$ cat src/rtl/wdk_pkg.sv
package wdk_pkg;
   localparam int REG_W = 16;

   localparam logic [1:0] A_CTRL = 2'd0;
   localparam logic [1:0] A_SVC  = 2'd1;
   localparam logic [1:0] A_IRQ  = 2'd2;
   localparam logic [1:0] A_STAT = 2'd3;

   localparam int C_RUN   = 0;
   localparam int C_WAIT  = 1;
   localparam int C_STOP  = 2;
   localparam int C_DBG   = 3;
   localparam int C_SWRST = 4;
   localparam int C_OUTA  = 5;
   localparam int FLD_LSB = 8;

   localparam int I_EN   = 0;
   localparam int I_FLAG = 1;

   localparam int S_PDE  = 0;
   localparam int S_POR  = 8;
   localparam int S_TOUT = 9;
   localparam int S_SW   = 10;

   typedef struct packed {
      logic sw;
      logic tout;
      logic por;
   } cause_t;
endpackage

$ cat src/rtl/wdk_key.sv
module wdk_key #(
   parameter logic [31:0] KEY      = 32'hAAAA5555,
   parameter bit          LO_FIRST = 1'b1
) (
   input  logic                      clk,
   input  logic                      rst_n,
   input  logic                      wr,
   input  logic [wdk_pkg::REG_W-1:0] wdata,
   output logic                      done
);
   localparam logic [15:0] FIRST  = LO_FIRST ? KEY[15:0]  : KEY[31:16];
   localparam logic [15:0] SECOND = LO_FIRST ? KEY[31:16] : KEY[15:0];

   if (FIRST == SECOND) begin : g_bad_key
      $error("key halves must differ");
   end

   logic armed;

   always_ff @(posedge clk or negedge rst_n) begin
      if (!rst_n) armed <= 1'b0;
      else if (wr) armed <= (wdata == FIRST);
   end

   assign done = wr && armed && (wdata == SECOND);

   // a completed sequence always leaves the detector disarmed
   assert_done_disarms_R2: assert property (@(posedge clk) disable iff (!rst_n)
      done |=> !armed);
endmodule

$ cat src/rtl/wdk_count.sv
module wdk_count #(
   parameter int CW      = 8,
   parameter bit PRE_IRQ = 1'b1
) (
   input  logic          clk,
   input  logic          rst_n,
   input  logic          load,
   input  logic [CW-1:0] load_val,
   input  logic          go,
   input  logic          tick,
   input  logic [CW-1:0] icnt,
   output logic [CW-1:0] cnt,
   output logic          expired,
   output logic          expire_evt,
   output logic          hit
);
   localparam logic [CW-1:0] ONE = CW'(1);

   logic active;
   assign active     = go && tick && !expired && !load;
   assign expire_evt = active && (cnt <= ONE);

   always_ff @(posedge clk or negedge rst_n) begin
      if (!rst_n) begin
         cnt     <= '0;
         expired <= 1'b0;
      end else if (load) begin
         cnt <= load_val;
      end else if (active) begin
         if (cnt <= ONE) begin
            cnt     <= '0;
            expired <= 1'b1;
         end else begin
            cnt <= cnt - ONE;
         end
      end
   end

   if (PRE_IRQ) begin : g_pre
      assign hit = active && (cnt != '0) && ((cnt - ONE) == icnt);
   end else begin : g_nopre
      logic unused_icnt;
      assign unused_icnt = ^icnt;
      assign hit = 1'b0;
   end

   assert_expire_sticky_R9: assert property (@(posedge clk) disable iff (!rst_n)
      expired |=> expired);

   assert_step_one_R11: assert property (@(posedge clk) disable iff (!rst_n)
      (go && tick && !expired && !load && cnt > ONE) |=> (cnt == $past(cnt) - ONE));

   assert_hold_idle_R10: assert property (@(posedge clk) disable iff (!rst_n)
      (!load && !go) |=> $stable(cnt));
endmodule

$ cat src/rtl/wdk_cause.sv
module wdk_cause (
   input  logic            clk,
   input  logic            por_n,
   input  logic            tout_evt,
   input  logic            sw_evt,
   input  logic            out_evt,
   output wdk_pkg::cause_t cause,
   output logic            out_hold
);
   always_ff @(posedge clk or negedge por_n) begin
      if (!por_n) begin
         cause    <= '{sw: 1'b0, tout: 1'b0, por: 1'b1};
         out_hold <= 1'b0;
      end else begin
         if (tout_evt)    cause <= '{sw: 1'b0, tout: 1'b1, por: 1'b0};
         else if (sw_evt) cause <= '{sw: 1'b1, tout: 1'b0, por: 1'b0};
         if (out_evt) out_hold <= 1'b1;
      end
   end

   assert_out_sticky_R8: assert property (@(posedge clk) disable iff (!por_n)
      out_hold |=> out_hold);

   assert_one_cause_R9: assert property (@(posedge clk) disable iff (!por_n)
      $countones({cause.sw, cause.tout, cause.por}) == 1);
endmodule

$ cat src/rtl/wdk_watchdog.sv
module wdk_watchdog #(
   parameter int           CW       = 8,
   parameter logic [CW-1:0] DEF_TOUT = CW'(8'hFF),
   parameter logic [CW-1:0] DEF_ICNT = CW'(8'h04),
   parameter logic [31:0]  KEY      = 32'hAAAA5555,
   parameter bit           LO_FIRST = 1'b1,
   parameter bit           PRE_IRQ  = 1'b1
) (
   input  logic        clk,
   input  logic        por_n,
   input  logic        sys_rst_n,
   input  logic        tick,
   input  logic        wait_mode,
   input  logic        stop_mode,
   input  logic        dbg_mode,
   input  logic        wr_en,
   input  logic [1:0]  addr,
   input  logic [15:0] wdata,
   output logic [15:0] rdata,
   output logic        irq,
   output logic        sys_rst_req,
   output logic        sw_rst_req,
   output logic        wd_out,
   output logic        pwr_dn_en
);
   import wdk_pkg::*;

   if (CW < 2 || CW > REG_W - FLD_LSB) begin : g_bad_cw
      $error("CW must lie in 2..8");
   end

   logic rst_all_n;
   assign rst_all_n = sys_rst_n & por_n;

   logic wr_ctrl, wr_svc, wr_irq, wr_stat;
   assign wr_ctrl = wr_en && (addr == A_CTRL);
   assign wr_svc  = wr_en && (addr == A_SVC);
   assign wr_irq  = wr_en && (addr == A_IRQ);
   assign wr_stat = wr_en && (addr == A_STAT);

   logic          run, keep_wait, keep_stop, keep_dbg;
   logic [CW-1:0] tout_val, wr_field;
   logic          irq_en, irq_flag, irq_lock;
   logic [CW-1:0] irq_cnt;
   logic          pde, pde_lock, sw_pulse;

   assign wr_field = wdata[FLD_LSB +: CW];

   always_ff @(posedge clk or negedge rst_all_n) begin
      if (!rst_all_n) begin
         run       <= 1'b0;
         keep_wait <= 1'b1;
         keep_stop <= 1'b0;
         keep_dbg  <= 1'b0;
         tout_val  <= DEF_TOUT;
         sw_pulse  <= 1'b0;
      end else begin
         sw_pulse <= wr_ctrl && !wdata[C_SWRST];
         if (wr_ctrl) begin
            keep_wait <= wdata[C_WAIT];
            keep_stop <= wdata[C_STOP];
            keep_dbg  <= wdata[C_DBG];
            tout_val  <= wr_field;
            if (wdata[C_RUN])  run <= 1'b1;
            else if (dbg_mode) run <= 1'b0;
         end
      end
   end

   // key sequence
   logic svc_done;
   wdk_key #(.KEY(KEY), .LO_FIRST(LO_FIRST)) i_key (
      .clk(clk), .rst_n(rst_all_n), .wr(wr_svc), .wdata(wdata), .done(svc_done)
   );

   // counter
   logic          run_set, load, go, suspend, expired, expire_evt, hit;
   logic [CW-1:0] load_val, cnt;

   assign run_set  = wr_ctrl && wdata[C_RUN] && !run;
   assign load     = run_set || (svc_done && run);
   assign load_val = run_set ? wr_field : tout_val;
   assign suspend  = (wait_mode && !keep_wait) || (stop_mode && !keep_stop) ||
                     (dbg_mode && !keep_dbg);
   assign go       = run && !suspend;

   wdk_count #(.CW(CW), .PRE_IRQ(PRE_IRQ)) i_count (
      .clk(clk), .rst_n(rst_all_n), .load(load), .load_val(load_val), .go(go),
      .tick(tick), .icnt(irq_cnt), .cnt(cnt), .expired(expired),
      .expire_evt(expire_evt), .hit(hit)
   );

   // interrupt settings, write-once until system reset
   always_ff @(posedge clk or negedge rst_all_n) begin
      if (!rst_all_n) begin
         irq_en   <= 1'b0;
         irq_cnt  <= DEF_ICNT;
         irq_lock <= 1'b0;
         irq_flag <= 1'b0;
      end else begin
         if (wr_irq && !irq_lock) begin
            irq_en   <= wdata[I_EN];
            irq_cnt  <= wr_field;
            irq_lock <= 1'b1;
         end
         if (hit && irq_en)                 irq_flag <= 1'b1;
         else if (wr_irq && wdata[I_FLAG])  irq_flag <= 1'b0;
      end
   end

   // power-down enable, write-once
   always_ff @(posedge clk or negedge rst_all_n) begin
      if (!rst_all_n) begin
         pde      <= 1'b1;
         pde_lock <= 1'b0;
      end else if (wr_stat && !pde_lock) begin
         pde      <= wdata[S_PDE];
         pde_lock <= 1'b1;
      end
   end

   // reset cause and sticky output, power-on domain
   cause_t cause;
   logic   out_hold;
   wdk_cause i_cause (
      .clk(clk), .por_n(por_n), .tout_evt(expire_evt), .sw_evt(sw_pulse),
      .out_evt(wr_ctrl && !wdata[C_OUTA]), .cause(cause), .out_hold(out_hold)
   );

   // read mux
   always_comb begin
      rdata = '0;
      case (addr)
         A_CTRL: begin
            rdata[C_RUN]           = run;
            rdata[C_WAIT]          = keep_wait;
            rdata[C_STOP]          = keep_stop;
            rdata[C_DBG]           = keep_dbg;
            rdata[C_SWRST]         = 1'b1;
            rdata[C_OUTA]          = !out_hold;
            rdata[FLD_LSB +: CW]   = tout_val;
         end
         A_SVC:  rdata[CW-1:0] = cnt;
         A_IRQ: begin
            rdata[I_EN]            = irq_en;
            rdata[I_FLAG]          = irq_flag;
            rdata[FLD_LSB +: CW]   = irq_cnt;
         end
         default: begin
            rdata[S_PDE]  = pde;
            rdata[S_POR]  = cause.por;
            rdata[S_TOUT] = cause.tout;
            rdata[S_SW]   = cause.sw;
         end
      endcase
   end

   assign irq         = irq_flag && irq_en;
   assign sys_rst_req = expired;
   assign sw_rst_req  = sw_pulse;
   assign wd_out      = expired || out_hold;
   assign pwr_dn_en   = pde;

   logic unused_wdata;
   assign unused_wdata = ^wdata;

   assert_run_sticky_R3: assert property (@(posedge clk) disable iff (!rst_all_n)
      (run && !dbg_mode) |=> run);

   assert_irq_locked_R5: assert property (@(posedge clk) disable iff (!rst_all_n)
      irq_lock |=> ($stable(irq_cnt) && $stable(irq_en)));

   assert_pde_locked_R6: assert property (@(posedge clk) disable iff (!rst_all_n)
      pde_lock |=> $stable(pde));

   assert_swrst_pulse_R7: assert property (@(posedge clk) disable iff (!rst_all_n)
      sw_rst_req |=> !sw_rst_req);

   assert_tout_load_R4: assert property (@(posedge clk) disable iff (!rst_all_n)
      (wr_ctrl && run && !svc_done && !tick) |=> $stable(cnt));
endmodule

$ cat config.mk
export PLATFORM = sky130hd
export DESIGN_NAME = wdk_watchdog
export DESIGN_NICKNAME = d
export VERILOG_FILES = /design/src/rtl/wdk_pkg.sv /design/src/rtl/wdk_key.sv /design/src/rtl/wdk_count.sv /design/src/rtl/wdk_cause.sv /design/src/rtl/wdk_watchdog.sv
export SDC_FILE = /design/constraint.sdc
export NUM_CORES = 1
export LEC_CHECK = 0
export BUFFER_PORTS_ARGS = -buffer_cell sky130_fd_sc_hd__buf_4
export CAP_MARGIN = 5
export CORE_MARGIN = 1.5
export CORE_UTILIZATION = 50
export DETAILED_ROUTE_END_ITERATION = 6
export GPL_TIMING_DRIVEN = 0
export PLACE_DENSITY_LB_ADDON = 0.15
export SLEW_MARGIN = 20
export SYNTH_ARGS = -nofsm -noshare
export SYNTH_HDL_FRONTEND = slang
export SYNTH_HIERARCHICAL = 1
export SYNTH_SLANG_ARGS = --single-unit
$ cat constraint.sdc
create_clock -name clk -period 2.1 [get_ports clk]
set_clock_uncertainty 0.05 [all_clocks]
set_input_delay 0.21 -clock clk [delete_from_list [all_inputs] [get_ports clk]]
set_output_delay 0.21 -clock clk [all_outputs]
set_load 0.005 [all_outputs]
Word level (Yosys, flattened, before mapping). Cells that the tools add are included.

Memories: 0. Bits in read-only memories: 0. Bits in writable memories: 0. Input port bits: 26. Word-level logic and storage cells: 95. Output and inout port bits: 21. Latch bits: 0. Bits in registers: 40.

Shifts and indexed selects: 0. Bitwise operators: 2. Div/mod/pow operators: 0. $mul: 0. Add/subtract/negate cells: 1. $lt $le $gt $ge: 1. Reductions and logical operators: 50. Equal/unequal tests: 6. Mux-type cells: 16.

Operators with widths (number): 2-to-1 mux 8 bit (4); logical AND 1 bit (26); == test 16 x 15 -> 1 bit, second input constant (1); == test 16 bit, second input constant (1); logical NOT 1 bit (12); one-hot mux 5 bit (2 select lines) (1); one-hot mux 3 bit (3 select lines) (1); == test 8 bit (1); less-or-equal comparator 8 x 1 -> 1 bit, second input constant (1); one-hot mux 4 bit (2 select lines) (1); nonzero test 2 bit (4); nonzero test 8 bit (1); subtractor 8 x 1 -> 8 bit, second input constant (1); 2-to-1 mux 3 bit (2); one-hot mux 1 bit (3 select lines) (2); == test 2 bit, second input constant (2); logical OR 1 bit (4); 2-to-1 mux 1 bit (4); AND reduction 3 bit (1); == test 2 x 1 -> 1 bit, second input constant (1); logical NOT 2 bit (1); 2-to-1 mux 2 bit (1); AND reduction 2 bit (1); bitwise AND 1 bit (1); NOT 1 bit (1).

Longest topological paths before layout. Gate-level depths: netlist (run 1).

Depth after elaboration: 13. Mapped depth: 14. Mapped depth without buffers: 12.

Hierarchy. Netlist (run 1), hierarchy kept.

Modules (own cells, without submodules): wdk_watchdog (sequential area each 664.4 µm², area an instance 1428.9 µm², instances 1, cells an instance 123); wdk_count (sequential area each 225.2 µm², area an instance 794.5 µm², instances 1, cells an instance 87); wdk_key (sequential area each 25.0 µm², area an instance 147.6 µm², instances 1, cells an instance 16); wdk_cause (sequential area each 101.3 µm², area an instance 133.9 µm², instances 1, cells an instance 10).

Worst setup path after synthesis (run 1). Ideal clock, no wire load.

Path kind: input -> register. Start point: input addr[0]. End point: register i_count.cnt[7]. Data required time: 1924 ps. Stages: 12. Path slack: -572 ps. Path buffers: 2. Library setup time: 126 ps. Arrival time: 2496 ps. Cell sequence: buf_2 -> nor2b_1 -> and2_1 -> or4b_4 -> nor3_2 -> nand2_1 -> nand2_1 -> clkbuf_1 -> nand4bb_1 -> a31oi_1 -> a21o_1 -> a221o_1.

Word-level cells in the longest chain between the ends: 9. Elaborated cells between the ends (all ways): 15. Those cells by class: 1 x eq/ne; 2 x mux; 12 x reduce/logical.

RTL lines: start, declared (RTL line wdk_watchdog.sv:17) `input logic [1:0] addr,`; == test 2 x 1 -> 1 bit (*) (RTL line wdk_watchdog.sv:37) `assign wr_svc = wr_en && (addr == A_SVC);`; logical AND 1 bit (*) (RTL line wdk_watchdog.sv:37); named net wr_svc (RTL line wdk_watchdog.sv:35) `logic wr_ctrl, wr_svc, wr_irq, wr_stat;`; logical AND 1 bit (*) (2 in series) (RTL line wdk_key.sv:25) `assign done = wr && armed && (wdata == SECOND);`; named net svc_done (RTL line wdk_watchdog.sv:71) `logic svc_done;`; logical AND 1 bit (*) (RTL line wdk_watchdog.sv:81) `assign load = run_set || (svc_done && run);`; logical OR 1 bit (*) (RTL line wdk_watchdog.sv:81); named net load (RTL line wdk_watchdog.sv:77) `logic run_set, load, go, suspend, expired, expire_evt, hit;`; logical NOT 1 bit (RTL line wdk_count.sv:20) `assign active = go && tick && !expired && !load;`; logical AND 1 bit (RTL line wdk_count.sv:20); nonzero test 2 bit (no line); end signal, assigned (RTL line wdk_count.sv:28) `cnt <= load_val;`; end signal, assigned (RTL line wdk_count.sv:34) `cnt <= cnt - ONE;`; end, declared (RTL line wdk_count.sv:12) `output logic [CW-1:0] cnt,`.

The timed path passes the listed nets; every way through them passes the cells marked *. A chain may end at the register's enable or synchronous reset.

Worst setup path in the final report (run 1).
Start point: input addr[1]. End point: register i_count.cnt[7].

Same word-level chain as after synthesis.

==> results of run 1 <==
-- path summary, 6_finish.rpt --
path / startpoint / endpoint / slack [ps]
hold / removal: wdata[4] / sw_rst_req / 30
max in group asynchronous: por_n / tout_val[5] / 1040
min in group asynchronous: por_n / i_cause/out_hold / 190
setup / recovery: addr[1] / i_count/cnt[7] / -70
setup reg to reg: i_key/armed / i_count/cnt[7] / -30
hold reg to reg: sw_rst_req / i_cause/cause[0] / 430
-- kinds of logic after synthesis --
group	Yosys count	share of synthesized area [%]
buffers and inverters	21	4.05
muxes	41	18.3
DFF	40	40.6
AOI/OAI and AO/OA	41	10.9
xor gates and xnor gates	11	3.85
and+or+nand+nor	79	20.8
adders and majority gates	3	1.50
-- Yosys cell counts (2+ instances only) --
| cell type | count |
|---|---|
| mux2i_1 | 11 |
| dfrtp_1 | 28 |
| nand2b_1 | 2 |
| a22oi_1 | 4 |
| buf_2 | 3 |
| a21oi_1 | 6 |
| nor2b_1 | 4 |
| or2_2 | 3 |
| xor2_1 | 3 |
| a31oi_1 | 3 |
| mux2_2 | 29 |
| nand3b_1 | 3 |
| xnor2_1 | 8 |
| o21ai_0 | 13 |
| nand2_1 | 9 |
| nor2_1 | 17 |
| nor4bb_1 | 4 |
| nand3_1 | 12 |
| buf_4 | 3 |
| dfstp_2 | 12 |
| a21o_1 | 3 |
| nor3_1 | 4 |
| a221o_1 | 3 |
| and2_1 | 6 |
| ha_1 | 3 |
| inv_1 | 12 |
-- power by group --
group	leakage, nW	switching [mW]	internal, mW	total [mW]
clock network	0.0479	0.286	0.232	0.518
registers	0.471	0.145	0.931	1.08
logic	0.903	0.464	0.518	0.981
total	1.42	0.895	1.68	2.58
-- stage by stage --
stage                     util, %  cell area, µm²  std cells  TNS [ps]  power [mW]
final                        67.6            3240        370      -136        2.58
after global routing         67.6            3240        370      -464        2.73
after global placement       62.8            3010        349     -3870        1.95
after floorplan                 -            2580        236      -426        1.69
after CTS                    66.6            3190        366      -281        2.53
after detailed placement     63.2            3030        350     -4110        1.98
-- area by class of cell --
class / instances / area, µm² / share of cell area (%)
inverters: 12 / 45.0 / 1.39
plain buffers: 7 / 66.3 / 2.05
flip-flops and latches: 40 / 1020 / 31.4
multi-input cells: 175 / 1450 / 44.9
repair buffers: 61 / 483 / 14.9
clock buffers: 5 / 68.8 / 2.13
well taps: 67 / 83.8 / 2.59
clock inverters: 3 / 18.8 / 0.580
-- timing repair --
| action | CTS | global route |
|---|---|---|
| pin swaps | 2 | 8 |
| setup endpoints to repair | 5 | 6 |
| buffers inserted | 7 | 5 |
| gates resized for setup | 6 | 8 |
| hold endpoints to repair | 9 | 0 |
| hold buffers | 2 | 0 |
-- registers in the layout (all words and copies together), names as in the netlist --
name	cells
keep_dbg	1
i_count/cnt	8
tout_val	8
i_cause/cause	3
run	1
i_key/armed	1
keep_wait	1
irq_en	1
irq_lock	1
i_count/expired	1
irq_cnt	8
irq_flag	1
pwr_dn_en	1
pde_lock	1
keep_stop	1
sw_rst_req	1
i_cause/out_hold	1
-- metal layers --
metal,up-vias,global-route usage [%],share of wire [%]
met3,20,4.66,5.4
met1,1027,37.0,44
met4,0,10.9,2.8
met2,76,42.2,48
li1,986,-,-
met5,-,0,0
==> metrics.md, run 1 <==
| Metric | Value |
|---|---|
| Gr usage total | 27.0% |
| Final setup violation count | 4 |
| Largest fanout on the critical path | 8 |
| Row cnt | 25 |
| Avg Cell Area, Syn | 10.6 µm² |
| Syn Nets | 265 |
| Share of the synthesized area in the top cell type | 28.0% |
| RSZ-0062 raised after global routing | true |
| Global-route wire length before repair | 10600 µm |
| Synthesized cell area | 2500 µm² |
| DR pass1 iterations | 4 |
| Initial antenna violation count | 0 |
| Mean routed wirelength per cell | 18.0 µm |
| Slew HR | 38.1% |
| Tmin final | 2170 ps |
| Place WS | -525 ps |
| Initial core utilization | 52.3% |
| Startpoint types | input port |
| Synth Register Bits | 40 |
| Final period util | 103% |
| Crit-path slowest cell | or4b_4 |
| Vias post-DR | 2109 |
| Sink Count | 40 |
| Core ar. | 4790 µm² |
| CTS buffer count | 5 |
| WS Path Type | in -> reg |
| Reg clk slew, reported paths | 80 ps |
| DIE WIDTH | 73.8 µm |
| Pwr per Cell Area | 796 nW/µm² |
| Status | finished with violations |
| Largest stage delay, worst path | 460 ps |
| Post-Route WL | 6640 µm |
| Number of distinct library cells after synthesis | 54 |
| Least-Margin Pin Slew | 925 ps |
| Chip Height | 73.8 µm |
| Dpl hpwl | 4740 µm |
| Insertion delay to the later sink of the worst-skew pair | 300 ps |
| Clk buf depth | 2 |
| Cells along the critical path | buf_4 > buf_12 > nor2b_4 > and2_4 > or4b_4 > nor3_2 > nand2_1 > nand2_2 > a31oi_1 > a21o_1 > a221o_1 |
| Final hold vios | 0 |
| FMAX | 461 MHz |
| Synth area leaders | dfrtp_1, mux2_2, dfstp_2, mux2i_1, xnor2_1 |
| Max-cap violations | 0 |
| Post-synthesis cell count | 236 |
| Number of port buffers | 46 |
| Violated checks | negative setup slack |
| Worst Path Required | 2230 ps |
| DRT antenna net count | 0 |
| CP arrival | 2300 ps |
| Top_reg_cell synth | dfrtp_1 |
| Worst Hold Class | in -> reg |
| Vias in the first global route | 2032 |
| Final setup margin | -67.2 ps |
| P&R area growth vs syn | 29.2% |
| CP delay by family, top | simple AND/OR/NAND/NOR gates |
| Die area | 5440 µm² |
| Final hold slack | 29.2 ps |
| Io pins | 47 |
| Remaining DRCs | 0 |
| Grt ovf | 0 |
| CTS tree | done |
| Commonest non-fill, non-tap cell in the layout | buf_4 |
| Clk root buf | clkbuf_8 |
| WP buf/inv | 2 |
| Slew Limit Fails | 0 |
| Hold depth | 2 |
| Most frequent cells in the layout | buf_4, mux2_2, dfrtp_1 |
| Yosys warnings | 6 |
| Worst setup EP type | flip-flop |
| Worst Reg-to-Reg Cells | 8 |
| Fin nets | 331 |
| Post-synth EDFFs | 0 |
| RD Place Congestion | 0.981 |
| Sequential cell area fraction in the yosys report | 40.6% |
| Async S/R FF share, synth | 100% |
| Vias/cell | 5.70 |
| Dominant cell type by area after synthesis | dfrtp_1 |
| Pin count of the biggest net entering global routing | 29 |
| Stages on worst setup path | 11 |
| N_diodes | 0 |
| Fillcell total | 381 |
| Worst vdd ir | 681 µV |
| Layout cells sized above 1 | 47.2% |
| Lkg Pwr | 1.42 nW |
| H-tree Lvls | 2 |
| Initial drt markers | 205 |
Note: power is estimated with default switching activity, not from simulation.
==> run 2, diff against run 1 <==
CORE_UTILIZATION = 52   (was 50)
CTS_BUF_LIST = sky130_fd_sc_hd__clkbuf_2   (was not set)
==> metrics.md, run 2 (synthesis results as in run 1) <==
| Metric | Value |
|---|---|
| Status | finished with violations (unchanged) |
| Violated checks | negative setup slack (unchanged) |
| Vias in the first global route | 2012 (was 2032) |
| Slew HR | 60.3% (was 38.1%) |
| Global-route wire length before repair | 10300 µm (was 10600 µm) |
| R2r endpoint | i_count/cnt[7] (unchanged) |
| RSZ-0062 raised after global routing | true (unchanged) |
| Grt ovf | 0 (unchanged) |
| Sequential Power Share | 43.7% (was 41.8%) |
| Reg-to-reg startpoint | i_key/armed (unchanged) |
| Initial core utilization | 53.4% (was 52.3%) |
| Vias/cell | 5.89 (was 5.70) |
| Final setup margin | -131 ps (was -67.2 ps) |
| Number of port buffers | 46 (unchanged) |
| Mean routed wirelength per cell | 18.1 µm (was 18.0 µm) |
| Clk root buf | clkbuf_2 (was clkbuf_8) |
| Core ar. | 4690 µm² (was 4790 µm²) |
| Non-Filler Instances | 374 (was 370) |
| Remaining DRCs | 0 (unchanged) |
| Int Pwr | 1.57 mW (was 1.68 mW) |
| CP arrival | 2510 ps (was 2300 ps) |
| Pwr per Cell Area | 730 nW/µm² (was 796 nW/µm²) |
| Final hold slack | 9.41 ps (was 29.2 ps) |
| RD Place Congestion | 0.880 (was 0.981) |
| Final core occ | 71.8% (was 67.6%) |
| CTS buffer count | 5 (unchanged) |
| H-tree Lvls | 2 (unchanged) |
| Insertion delay to the later sink of the worst-skew pair | 420 ps (was 300 ps) |
| Worst vdd ir | 423 µV (was 681 µV) |
| DIE WIDTH | 72.4 µm (was 73.8 µm) |
| Hold Startpoint | wdata[12] (was wdata[4]) |
| Startpoint types | flip-flop (was input port) |
| Worst Reg-to-Reg Cells | 10 (was 8) |
| Io pins | 47 (unchanged) |
| Fin nets | 348 (was 331) |
| Final hold vios | 0 (unchanged) |
| Layout cells sized above 1 | 47.8% (was 47.2%) |
| NetSw | 886 µW (was 895 µW) |
| Tmin final | 2230 ps (was 2170 ps) |
| Post-Route WL | 6760 µm (was 6640 µm) |
| Row cnt | 25 (unchanged) |
| Sink Count | 40 (unchanged) |
| Slew Limit Fails | 0 (unchanged) |
| Most frequent cells in the layout | buf_4, mux2_2, dfrtp_1 (unchanged) |
| Crit path capture | i_count/cnt[7] (unchanged) |
| FMAX | 448 MHz (was 461 MHz) |
| Final period util | 106% (was 103%) |
| Least-Margin Pin Slew | 595 ps (was 925 ps) |
| Vias post-DR | 2202 (was 2109) |
| WS Path Type | reg -> reg (was in -> reg) |
| Largest registers | i_count/cnt (8), irq_cnt (8), tout_val (8) (unchanged) |
| Commonest non-fill, non-tap cell in the layout | buf_4 (unchanged) |
| Reg clk slew, reported paths | 210 ps (was 80 ps) |
| Worst setup EP type | flip-flop (unchanged) |
| Gate power share | 42.1% (was 38.1%) |
| Largest fanout on the critical path | 4 (was 8) |
| Launch point of the worst path | i_key/armed (was addr[1]) |
| Total chip power | 2.46 mW (was 2.58 mW) |
| P&R area growth vs syn | 34.5% (was 29.2%) |
| Clk buf depth | 2 (unchanged) |
| CTS tree | done (unchanged) |
| DRT antenna net count | 0 (unchanged) |
| Final setup violation count | 5 (was 4) |
| Initial drt markers | 199 (was 205) |
| Dpl hpwl | 4720 µm (was 4740 µm) |
| Chip Height | 72.4 µm (was 73.8 µm) |
| Die area | 5240 µm² (was 5440 µm²) |
| Pin count of the biggest net entering global routing | 29 (unchanged) |
| Lkg Pwr | 1.48 nW (was 1.42 nW) |
| Max-cap violations | 0 (unchanged) |
| Hold depth | 2 (unchanged) |
| Initial antenna violation count | 0 (unchanged) |
| Placed cell count | 337 (was 350) |
| DR pass1 iterations | 5 (was 4) |
| Clock power share | 14.2% (was 20.1%) |
| Worst Hold Class | in -> reg (unchanged) |
| N_diodes | 0 (unchanged) |
| Worst Path Required | 2380 ps (was 2230 ps) |
| Gr usage total | 26.2% (was 27.0%) |
| Register-to-register setup slack | -130 ps (was -30 ps) |
| Switching share of power | 36.0% (was 34.8%) |
run 2: layer usage:
metal / part of all wire, % / vias to the layer above / routed length, µm / global-route usage, %
met5: 0 / - / 0 / 0
met2: 47 / 75 / 3180 / 40.2
met1: 47 / 1094 / 3160 / 38.4
li1: - / 1025 / - / -
met3: 5.0 / 8 / 340 / 4.31
met4: 1.2 / 0 / 80 / 7.76
run 2: worst min-delay path by stage:
| stage | endpoint |
|---|---|
| 6_report | irq_cnt[4] |
| 5_1_grt | irq_cnt[4] |
| 3_5_place_dp | i_cause/out_hold |
| 4_1_cts | keep_wait |
| 3_3_place_gp | i_cause/out_hold |
| 2_1_floorplan | i_cause/cause[1] |
run 2: critical path, cell delays in order, from the launching register on:
cell	delay (ps)
dfrtp_1	400
inv_2	50
or4b_4	510
nor3_2	110
nand2_1	70
nand2_1	70
clkbuf_8	140
nand4bb_4	160
a31oi_4	60
a21o_1	220
a221o_1	280
run 2: final cells by class:
| type | count | area [µm²] |
|---|---|---|
| timing repair buffer | 76 | 626 |
| tap | 54 | 67.6 |
| clock buffer | 7 | 35.0 |
| sequential | 40 | 1020 |
| clock inverter | 1 | 5.00 |
| fill | 359 | 1320 |
| inverter | 12 | 45.0 |
| multi-input combinational | 175 | 1480 |
| buffer | 9 | 90.1 |
run 2: power groups by stage:
stage                     Clock (mW)  Sequential, mW  Combinational [mW]
after global routing           0.389            1.09                1.11
after floorplan                    0            1.05               0.641
after detailed placement           0            1.10               0.874
final                          0.350            1.07                1.03
after CTS                      0.348            1.07               0.933
after global placement             0            1.09               0.850
run 2: through the flow:
step	setup TNS (ps)	setup slack [ps]	cell area, µm²
after floorplan	-426	-159	2580
after global routing	-1080	-237	3370
after detailed placement	-4430	-541	3010
after global placement	-3860	-495	2990
after CTS	-299	-102	3210
final	-481	-131	3370
run 2: repair_timing:
item	CTS	global route
hold buffers	8	6
hold endpoints to repair	36	6
setup endpoints to repair	5	11
pin swaps	2	6
setup buffers	8	7
resized for setup	5	16
==> run 3, diff against run 2 <==
SETUP_SLACK_MARGIN = 0.05   (was not set)
==> metrics.md, run 3 (synthesis results as in run 1) <==
| Metric | Value |
|---|---|
| CP arrival | 2460 ps (was 2510 ps) |
| Sink Count | 40 (unchanged) |
| Place WS | -523 ps (was -541 ps) |
| Layout cells sized above 1 | 46.4% (was 47.8%) |
| Vias post-DR | 2175 (was 2202) |
| Final period util | 103% (was 106%) |
| Total chip power | 2.42 mW (was 2.46 mW) |
| Startpoint types | flip-flop (unchanged) |
| CTS tree | done (unchanged) |
| Worst setup EP type | flip-flop (unchanged) |
| Row cnt | 25 (unchanged) |
| Initial antenna violation count | 0 (unchanged) |
| Placed Area | 3010 µm² (unchanged) |
| Final setup margin | -72.4 ps (was -131 ps) |
| DRT antenna net count | 0 (unchanged) |
| Largest fanout on the critical path | 4 (unchanged) |
| H-tree Lvls | 2 (unchanged) |
| Global-route wire length before repair | 10500 µm (was 10300 µm) |
| Die area | 5240 µm² (unchanged) |
| Remaining DRCs | 0 (unchanged) |
| Area of the multi-input gates | 1470 µm² (was 1480 µm²) |
| WS Path Type | reg -> reg (unchanged) |
| Fin nets | 345 (was 348) |
| Worst Path Required | 2390 ps (was 2380 ps) |
| DIE WIDTH | 72.4 µm (unchanged) |
| P&R area growth vs syn | 32.8% (was 34.5%) |
| Post-Route WL | 6610 µm (was 6760 µm) |
| Grt ovf | 0 (unchanged) |
| Violated checks | negative setup slack (unchanged) |
| Reg clk slew, reported paths | 220 ps (was 210 ps) |
| Register-to-register setup slack | -70 ps (was -130 ps) |
| Final hold slack | 20.0 ps (was 9.41 ps) |
| Number of port buffers | 46 (unchanged) |
| Initial drt markers | 87 (was 199) |
| Final setup violation count | 4 (was 5) |
| Clk root buf | clkbuf_2 (unchanged) |
| Chip Height | 72.4 µm (unchanged) |
| Vias/cell | 5.86 (was 5.89) |
| Mean routed wirelength per cell | 17.8 µm (was 18.1 µm) |
| CTS buffer count | 5 (unchanged) |
| Slew Limit Fails | 0 (unchanged) |
| Least-Margin Pin Slew | 952 ps (was 595 ps) |
| Dpl hpwl | 4740 µm (was 4720 µm) |
| Clk buf depth | 2 (unchanged) |
| Pin count of the biggest net entering global routing | 29 (unchanged) |
| Vias in the first global route | 2062 (was 2012) |
| Insertion delay to the later sink of the worst-skew pair | 420 ps (about the same) |
| Tmin final | 2170 ps (was 2230 ps) |
| RSZ-0062 raised after global routing | true (unchanged) |
| FF+latch area | 1020 µm² (about the same) |
| Post-layout instance area | 3330 µm² (was 3370 µm²) |
| Core ar. | 4690 µm² (unchanged) |
| Largest registers | i_count/cnt (8), irq_cnt (8), tout_val (8) (unchanged) |
| FMAX | 460 MHz (was 448 MHz) |
| Max-cap violations | 0 (unchanged) |
| Io pins | 47 (unchanged) |
| Fillcell total | 366 (was 359) |
| Most frequent cells in the layout | buf_4, mux2_2, dfrtp_1 (unchanged) |
| N_diodes | 0 (unchanged) |
| Final hold vios | 0 (unchanged) |
| Status | finished with violations (unchanged) |
| DR pass1 iterations | 4 (was 5) |
| Slew HR | 36.2% (was 60.3%) |
| Pwr per Cell Area | 729 nW/µm² (was 730 nW/µm²) |
| Initial core utilization | 53.4% (unchanged) |
| Worst Hold Class | in -> reg (unchanged) |
| Gr usage total | 26.7% (was 26.2%) |
| Lkg Pwr | 1.46 nW (was 1.48 nW) |
| RD Place Congestion | 0.881 (was 0.880) |
| Commonest non-fill, non-tap cell in the layout | buf_4 (unchanged) |
| Worst vdd ir | 377 µV (was 423 µV) |
[run 3: cell type report]
cell class / count / area share (%)
multi-input combinational: 175 / 44.1
tap: 54 / 2.03
timing repair buffer: 73 / 18.0
buffer: 9 / 2.71
sequential: 40 / 30.6
clock buffer: 6 / 0.903
clock inverter: 2 / 0.339
inverter: 12 / 1.35
[run 3: worst max-delay path, stage by stage, from the launching register on]
cell and delay [ps]:
dfrtp_1 390, inv_2 40, or4b_4 510, nor3_2 100, nand2_1 70, nand2_1 80
clkbuf_8 140, nand4bb_4 170, a31oi_4 70, a21o_1 210, a221o_1 280
[run 3: per-stage QoR]
step / TNS (ps) / util (%) / std cells
after global placement: -3840 / 63.7 / 336
after detailed placement: -4190 / 64.2 / 337
after CTS: -208 / 69.2 / 364
after floorplan: -426 / - / 236
after global routing: -1480 / 70.9 / 371
final: -214 / 70.9 / 371
[run 3: report_power, final]
part | internal (mW) | switching, mW
Clock | 0.0830 | 0.268
Combinational | 0.538 | 0.461
Sequential | 0.931 | 0.143
Total | 1.55 | 0.872
[run 3: final timing paths]
kind,start,to,cells past startpoint
max,i_key/armed,i_count/cnt[5],10
min,wdata[0],run,2
max reg2reg,i_key/armed,i_count/cnt[5],10
min reg2reg,sw_rst_req,i_cause/cause[0],1
max in group asynchronous,por_n,keep_wait,4
min in group asynchronous,por_n,i_cause/out_hold,2
[run 3: what timing repair did]
action	in CTS	in global routing
setup endpoints to repair	5	12
hold buffers	10	4
gates resized for setup	11	4
endpoints found under the hold margin	44	6
pin swaps	5	6
setup buffers	9	3
[run 3: routing by layer]
layer	GRT usage, %	routed length (µm)	part of all wire [%]
met1	37.2	3030	46
met2	41.7	3150	48
met3	5.42	312	4.7
met4	9.43	120	1.8
met5	0	0	0
